`src/rtl/img_loader_pkg.sv`:
```
package img_loader_pkg;
  typedef enum logic [3:0] {
    ST_NCONST,
    ST_CREG,
    ST_CSIGN,
    ST_CLEN,
    ST_CVAL,
    ST_NSEC,
    ST_SSEG,
    ST_SLEN,
    ST_SCODE,
    ST_DONE,
    ST_FAIL
  } ld_state_e;
endpackage

```
`src/rtl/img_shift_field.sv`:
```
// MSB-first shift collector. Holds W-1 past bits; the full W-bit word is
// formed with the live input bit so a field completes on its last bit.
module img_shift_field #(
  parameter int W = 32
) (
  input  logic         clk,
  input  logic         rst,
  input  logic         clr,
  input  logic         shift_en,
  input  logic         bit_in,
  output logic [W-1:0] full
);
  logic [W-2:0] hist_q;

  assign full = {hist_q, bit_in};

  always_ff @(posedge clk) begin
    if (rst || clr) hist_q <= '0;
    else if (shift_en) hist_q <= full[W-2:0];
  end
endmodule

```
`src/rtl/img_parse_ctrl.sv`:
```
module img_parse_ctrl
  import img_loader_pkg::*;
#(
  parameter int FW     = 32,
  parameter int REG_W  = 64,
  parameter int ADDR_W = 32
) (
  input  logic              clk,
  input  logic              rst,
  input  logic              s_valid,
  input  logic              s_bit,
  input  logic              s_last,
  input  logic [FW-1:0]     fld_full,
  input  logic [REG_W-1:0]  val_full,
  output logic              fld_shift,
  output logic              val_shift,
  output logic              val_clr,
  output logic              s_ready,
  output logic              const_we,
  output logic [FW-1:0]     const_reg,
  output logic              const_sign,
  output logic [FW-1:0]     const_len,
  output logic [REG_W-1:0]  const_val,
  output logic              code_we,
  output logic [FW-1:0]     code_seg,
  output logic [ADDR_W-1:0] code_addr,
  output logic              code_bit,
  output logic              load_done,
  output logic [FW-1:0]     entry_seg,
  output logic              err_format,
  output logic              err_trunc
);
  localparam logic [FW-1:0] FLD_LAST = FW'(FW - 1);
  localparam logic [FW-1:0] LEN_MAX  = FW'(REG_W);
  localparam logic [FW-1:0] ONE      = FW'(1);

  ld_state_e   st_q, nxt;
  logic [FW-1:0] bitcnt_q, rem_q, len_q, creg_q, seg_q;
  logic        csign_q, first_q, ready_q;
  logic        acc, f_end, d_end, fld_zero;
  logic        cnt_clr, c_emit, k_emit, fmt, rec_done, trunc, in_const;

  assign acc       = s_valid && ready_q;
  assign f_end     = (bitcnt_q == FLD_LAST);
  assign d_end     = (bitcnt_q == len_q - ONE);
  assign fld_zero  = (fld_full == '0);
  assign fld_shift = acc;
  assign val_shift = acc && (st_q == ST_CVAL);
  assign val_clr   = acc && (st_q == ST_CLEN) && f_end;
  assign s_ready   = ready_q;

  always_comb begin
    nxt      = st_q;
    cnt_clr  = 1'b0;
    c_emit   = 1'b0;
    k_emit   = 1'b0;
    fmt      = 1'b0;
    rec_done = 1'b0;
    in_const = (st_q == ST_CLEN) || (st_q == ST_CVAL);
    case (st_q)
      ST_NCONST: if (f_end) begin
        cnt_clr = 1'b1;
        nxt     = fld_zero ? ST_NSEC : ST_CREG;
      end
      ST_CREG: if (f_end) begin
        cnt_clr = 1'b1;
        nxt     = ST_CSIGN;
      end
      ST_CSIGN: begin
        cnt_clr = 1'b1;
        nxt     = ST_CLEN;
      end
      ST_CLEN: if (f_end) begin
        cnt_clr = 1'b1;
        if (fld_full > LEN_MAX) begin
          fmt = 1'b1;
          nxt = ST_FAIL;
        end else if (fld_zero) begin
          c_emit   = 1'b1;
          rec_done = 1'b1;
        end else begin
          nxt = ST_CVAL;
        end
      end
      ST_CVAL: if (d_end) begin
        cnt_clr  = 1'b1;
        c_emit   = 1'b1;
        rec_done = 1'b1;
      end
      ST_NSEC: if (f_end) begin
        cnt_clr = 1'b1;
        nxt     = fld_zero ? ST_DONE : ST_SSEG;
      end
      ST_SSEG: if (f_end) begin
        cnt_clr = 1'b1;
        nxt     = ST_SLEN;
      end
      ST_SLEN: if (f_end) begin
        cnt_clr = 1'b1;
        if (fld_zero) rec_done = 1'b1;
        else nxt = ST_SCODE;
      end
      ST_SCODE: begin
        k_emit = 1'b1;
        if (d_end) begin
          cnt_clr  = 1'b1;
          rec_done = 1'b1;
        end
      end
      default: ;
    endcase
    if (rec_done) begin
      if (rem_q == ONE) nxt = in_const ? ST_NSEC : ST_DONE;
      else nxt = in_const ? ST_CREG : ST_SSEG;
    end
    trunc = s_last && (nxt != ST_DONE) && (nxt != ST_FAIL);
  end

  always_ff @(posedge clk) begin
    const_we <= 1'b0;
    code_we  <= 1'b0;
    if (rst) begin
      st_q       <= ST_NCONST;
      bitcnt_q   <= '0;
      rem_q      <= '0;
      len_q      <= '0;
      creg_q     <= '0;
      seg_q      <= '0;
      csign_q    <= 1'b0;
      first_q    <= 1'b1;
      ready_q    <= 1'b1;
      load_done  <= 1'b0;
      entry_seg  <= '0;
      err_format <= 1'b0;
      err_trunc  <= 1'b0;
      const_reg  <= '0;
      const_sign <= 1'b0;
      const_len  <= '0;
      const_val  <= '0;
      code_seg   <= '0;
      code_addr  <= '0;
      code_bit   <= 1'b0;
    end else if (acc) begin
      bitcnt_q <= cnt_clr ? '0 : bitcnt_q + ONE;
      st_q     <= trunc ? ST_FAIL : nxt;
      ready_q  <= !(trunc || nxt == ST_DONE || nxt == ST_FAIL);
      if (trunc) err_trunc <= 1'b1;
      if (fmt) err_format <= 1'b1;
      if (nxt == ST_DONE) load_done <= 1'b1;
      case (st_q)
        ST_NCONST, ST_NSEC: if (f_end) rem_q <= fld_full;
        ST_CREG:            if (f_end) creg_q <= fld_full;
        ST_CSIGN:           csign_q <= s_bit;
        ST_CLEN, ST_SLEN:   if (f_end) len_q <= fld_full;
        ST_SSEG: if (f_end) begin
          seg_q <= fld_full;
          if (first_q) begin
            entry_seg <= fld_full;
            first_q   <= 1'b0;
          end
        end
        default: ;
      endcase
      if (rec_done) rem_q <= rem_q - ONE;
      if (c_emit) begin
        const_we   <= 1'b1;
        const_reg  <= creg_q;
        const_sign <= csign_q;
        const_len  <= (st_q == ST_CLEN) ? '0 : len_q;
        const_val  <= (st_q == ST_CLEN) ? '0 : val_full;
      end
      if (k_emit) begin
        code_we   <= 1'b1;
        code_seg  <= seg_q;
        code_addr <= bitcnt_q[ADDR_W-1:0];
        code_bit  <= s_bit;
      end
    end
  end
endmodule

```
`src/rtl/img_loader.sv`:
```
module img_loader #(
  parameter int FW     = 32,
  parameter int REG_W  = 64,
  parameter int ADDR_W = 32
) (
  input  logic              clk,
  input  logic              rst,
  input  logic              s_valid,
  input  logic              s_bit,
  input  logic              s_last,
  output logic              s_ready,
  output logic              const_we,
  output logic [FW-1:0]     const_reg,
  output logic              const_sign,
  output logic [FW-1:0]     const_len,
  output logic [REG_W-1:0]  const_val,
  output logic              code_we,
  output logic [FW-1:0]     code_seg,
  output logic [ADDR_W-1:0] code_addr,
  output logic              code_bit,
  output logic              load_done,
  output logic [FW-1:0]     entry_seg,
  output logic              err_format,
  output logic              err_trunc
);
  logic [FW-1:0]    fld_full;
  logic [REG_W-1:0] val_full;
  logic             fld_shift, val_shift, val_clr;

  img_shift_field #(.W(FW)) u_fld (
    .clk(clk), .rst(rst), .clr(1'b0), .shift_en(fld_shift),
    .bit_in(s_bit), .full(fld_full)
  );

  img_shift_field #(.W(REG_W)) u_val (
    .clk(clk), .rst(rst), .clr(val_clr), .shift_en(val_shift),
    .bit_in(s_bit), .full(val_full)
  );

  img_parse_ctrl #(.FW(FW), .REG_W(REG_W), .ADDR_W(ADDR_W)) u_ctrl (
    .clk(clk), .rst(rst), .s_valid(s_valid), .s_bit(s_bit), .s_last(s_last),
    .fld_full(fld_full), .val_full(val_full),
    .fld_shift(fld_shift), .val_shift(val_shift), .val_clr(val_clr),
    .s_ready(s_ready),
    .const_we(const_we), .const_reg(const_reg), .const_sign(const_sign),
    .const_len(const_len), .const_val(const_val),
    .code_we(code_we), .code_seg(code_seg), .code_addr(code_addr),
    .code_bit(code_bit), .load_done(load_done), .entry_seg(entry_seg),
    .err_format(err_format), .err_trunc(err_trunc)
  );
endmodule

```
`config.mk`:
```
export PLATFORM = sky130hd
export DESIGN_NAME = img_loader
export DESIGN_NICKNAME = d
export VERILOG_FILES = /design/src/rtl/img_loader_pkg.sv /design/src/rtl/img_shift_field.sv /design/src/rtl/img_parse_ctrl.sv /design/src/rtl/img_loader.sv
export SDC_FILE = /design/constraint.sdc
export NUM_CORES = 1
export LEC_CHECK = 0
export ABC_CLOCK_PERIOD_IN_PS = 3900
export CORE_ASPECT_RATIO = 1.25
export CORE_MARGIN = 10
export CORE_UTILIZATION = 55
export DETAILED_ROUTE_END_ITERATION = 12
export HOLD_SLACK_MARGIN = 0.15
export PLACE_DENSITY = 0.82
export RECOVER_POWER = 100
export SETUP_SLACK_MARGIN = 0.15
export SLEW_MARGIN = 0
export SYNTH_ARGS = -nofsm -noshare
export SYNTH_HDL_FRONTEND = slang
export SYNTH_SLANG_ARGS = --single-unit
```
`constraint.sdc`:
```
create_clock -name clk -period 3.9 [get_ports clk]
set_input_delay 0.78 -clock clk [delete_from_list [all_inputs] [get_ports clk]]
set_output_delay 0.78 -clock clk [all_outputs]
set_load 0.01 [all_outputs]
```
==> summary.txt, run 1 <==
Finish
  – Largest reg by FF count: u_ctrl.const_val
  – Finished Cell Area: 0.0242 mm^2
  – Max reg flops: 64
  – Ant diodes: 0
  – Storage element area: 0.00985 mm^2
  – Biggest regs: u_ctrl.const_val: 64 flops, u_val.hist_q: 63 flops
  – Share of layout cells above drive strength 1: 0.0707
  – Fillers: 2,777
  – Final net count: 2,649
  – Commonest cells after routing, fill and taps aside: 717 x nand2_1, 492 x dfxtp_1, 385 x a21oi_1
  – Final cell count without fillers: 3,148
  – Area delta synth->final: 22.0%
  – Commonest non-fill, non-tap cell in the layout: nand2_1
  – Multi-input logic area: 0.00907 mm^2

Power
  – Static Leak: 9.20 nW
  – Power per cell area: 413 mW/mm^2
  – Maximum VDD drop: 0.391 mV

Setup path
  – Setup crit end kind: register
  – RR Endpoint: u_ctrl.creg_q[28]
  – Critical Path AT: 4.16 ns
  – Start of the worst register-to-register path: u_ctrl.bitcnt_q[6]
  – R2R setup slack: 0.22 ns
  – Worst Path Class, Setup: register to register
  – Setup crit start kind: register
  – R2R depth: 9
  – WP data required: 4.38 ns
  – CP max FO: 32

Route
  – Vias per Instance: 5.85
  – Iteration-0 DRC Markers: 1,784
  – Routed Antenna Nets: 0
  – Pre-antenna DRT Iters: 5
  – Drt wl/cell: 19.4 um
  – DR vias: 18,415
  – Residual DRC: 0
  – DRT Wirelength: 61,200 um

Synth
  – Syn nets: 2,489
  – Sequential-to-total area share from yosys stat: 0.496
  – Syn Area/Cell: 8.01 um^2
  – Top post-synthesis cells by area: dfxtp_1 50%, nand2_1 14%, a21oi_1 9.7%
  – Post-synthesis cell count: 2,477
  – Top FF cell, synth: dfxtp_1
  – Yosys top cell by area: dfxtp_1
  – FFs w/ async S/R, synth: 0
  – Yosys warns: 0
  – Yosys reg bits: 492
  – Post-synth EDFFs: 0
  – Top-area cell type share of the netlist area: 0.496
  – Syn Std Cell Area: 0.0198 mm^2
  – Unique masters post-synth: 79

Clock tree
  – TritonCTS Sinks: 492
  – # H-tree levels: 2
  – Clock Pin Slew Worst Setup and Hold Paths: 0.06 ns
  – Clock Latency Late Sink: 0.58 ns
  – Hold buffers post-CTS: 0
  – Total CTS buffers: 47
  – Root Driver: clkbuf_16
  – CTS tree: yes
  – Max Buffers Root-to-Sink: 3

STA
  – Relative slew slack: 0.0710
  – Final setup skew: 0.0178 ns
  – Fmax: 272 MHz
  – Max Slew Vio Count: 0
  – Final worst setup slack: 0.224 ns
  – Fin crit share: 0.943
  – Clock period minus worst slack: 3.68 ns
  – WHS: 0.447 ns
  – RSZ-0062 raised after global routing: true
  – Worst-margin pin slew: 1.39 ns
  – Final setup fails: 0
  – Final hold vios: 0
  – Sum of negative setup slack: 0 ns

Min path
  – Hold Crit Start: u_ctrl.creg_q[17]
  – Hold EP: u_ctrl.const_reg[17]
  – Worst Hold Path Cells: 2
  – Hold Crit Class: register to register

Run
  – Max cap viols: 0

Floorplan
  – Initial Util: 0.558
  – FP Rows: 77
  – Placeable Area: 0.0356 mm^2
  – Die Height: 232 um
  – Die ar.: 0.0441 mm^2
  – # IOs: 237
  – Die W: 190 um

Global route
  – Initial antenna violation count: 0
  – Largest net degree at the start of global routing: 149
  – Overflow after GRT: 0
  – First-pass GRT wire length: 94,800 um
  – GRT Total Usage: 0.263
  – Vias in the first global route: 17,460

Place
  – Pre-CTS setup slack: 0.326 ns
  – Placed insts: 3,059
  – Placed Area: 0.0227 mm^2
  – Port Buffer Count: 236
  – Final Wtd Congestion: 0.975
  – Detail Placement HPWL: 40,300 um

Status
  – Status: finished clean
## critical path, cell delays in order, from the launching register on
cell      delay [ns]
dfxtp_1         0.36
or4_1           0.52
or4_1           0.53
nor4_1          0.34
clkbuf_1        0.38
and2_0          0.31
and3_1          0.19
clkbuf_2        0.55
nand2_1         0.15
a21oi_1         0.22
## stage by stage
stage                      util  power [mW]
after floorplan               -        5.34
after detailed placement  0.637        5.42
after global routing      0.681        10.3
after CTS                 0.682        10.1
final                     0.681        10.0
after global placement    0.637        5.42
## layer usage
| metal | routed length (um) | vias to the layer above | share of wire | GRT usage |
|---|---|---|---|---|
| met2 | 28900 | 788 | 0.47 | 0.433 |
| li1 | - | 8712 | - | - |
| met1 | 24700 | 8737 | 0.40 | 0.326 |
| met4 | 2550 | 0 | 0.042 | 0.115 |
| met3 | 5050 | 178 | 0.083 | 0.0554 |
| met5 | 0 | - | 0 | 0 |
## synth_stat cells (8+ instances only)
library cell    n
nor2_1        111
nand4_1        16
clkbuf_1      157
o211ai_1        8
buf_1          10
and2_0          8
and2_1          8
or3_1          12
nor3_1         46
xnor2_1        33
dfxtp_1       492
a21oi_1       385
nor4_1         29
xor2_1         38
nand2b_1        9
and3_1         17
buf_4          19
buf_2          17
or4_1          13
nand3_1        33
inv_1          23
o21ai_0        56
a22o_1         97
nand2_1       719
## power by group
group	switching [mW]	internal, mW	total [mW]
registers	0.0203	5.03	5.05
clock network	1.99	2.70	4.69
logic	0.203	0.0615	0.264
## worst max path at each step
stage,start,endpoint,slack (ns),cells past startpoint
final,u_ctrl.bitcnt_q[6],u_ctrl.creg_q[28],0.22,9
after global routing,u_ctrl.len_q[19],u_ctrl.const_val[7],0.04,10
after CTS,u_ctrl.len_q[19],u_ctrl.rem_q[16],0.28,11
after detailed placement,u_ctrl.len_q[19],u_ctrl.rem_q[16],0.33,11
after global placement,u_ctrl.len_q[19],u_ctrl.rem_q[2],0.36,11
after floorplan,u_ctrl.len_q[26],u_ctrl.const_val[53],0.62,13
## final cells by class
cell class,instances,area share
Sequential cell,492,0.407
Inverter,24,0.00372
Tap cell,474,0.0245
Clock inverter,22,0.0116
Timing Repair Buffer,318,0.125
Multi-Input combinational cell,1754,0.375
Clock buffer,64,0.0537
## repair_timing
action                                  4_1_cts  5_1_grt
endpoints found under the setup margin        0       89
buffers inserted                              0        1
gates resized for setup                       0        6
## cell families after synthesis
logic type	count (synthesis)	share of synthesized area
muxes	8	0.00410
and+or+nand+nor	1067	0.234
buffers and inverters	231	0.0496
DFF	492	0.496
AOI/OAI and AO/OA	601	0.180
xor gates and xnor gates	71	0.0313
adders and majority gates	7	0.00441
Power figures use the tool's default switching activity.
==> run 2: changes to the inputs <==
CTS_CLUSTER_DIAMETER = 100   (was default)
==> results of run 2 <==
Same layout as run 1: the final DEF is identical, and so are final timing and power.
==> run 3: changes to the inputs <==
SKIP_CTS_REPAIR_TIMING = 1   (was default)
==> results of run 3 <==
Same layout as run 1: the final DEF is identical, and so are final timing and power.
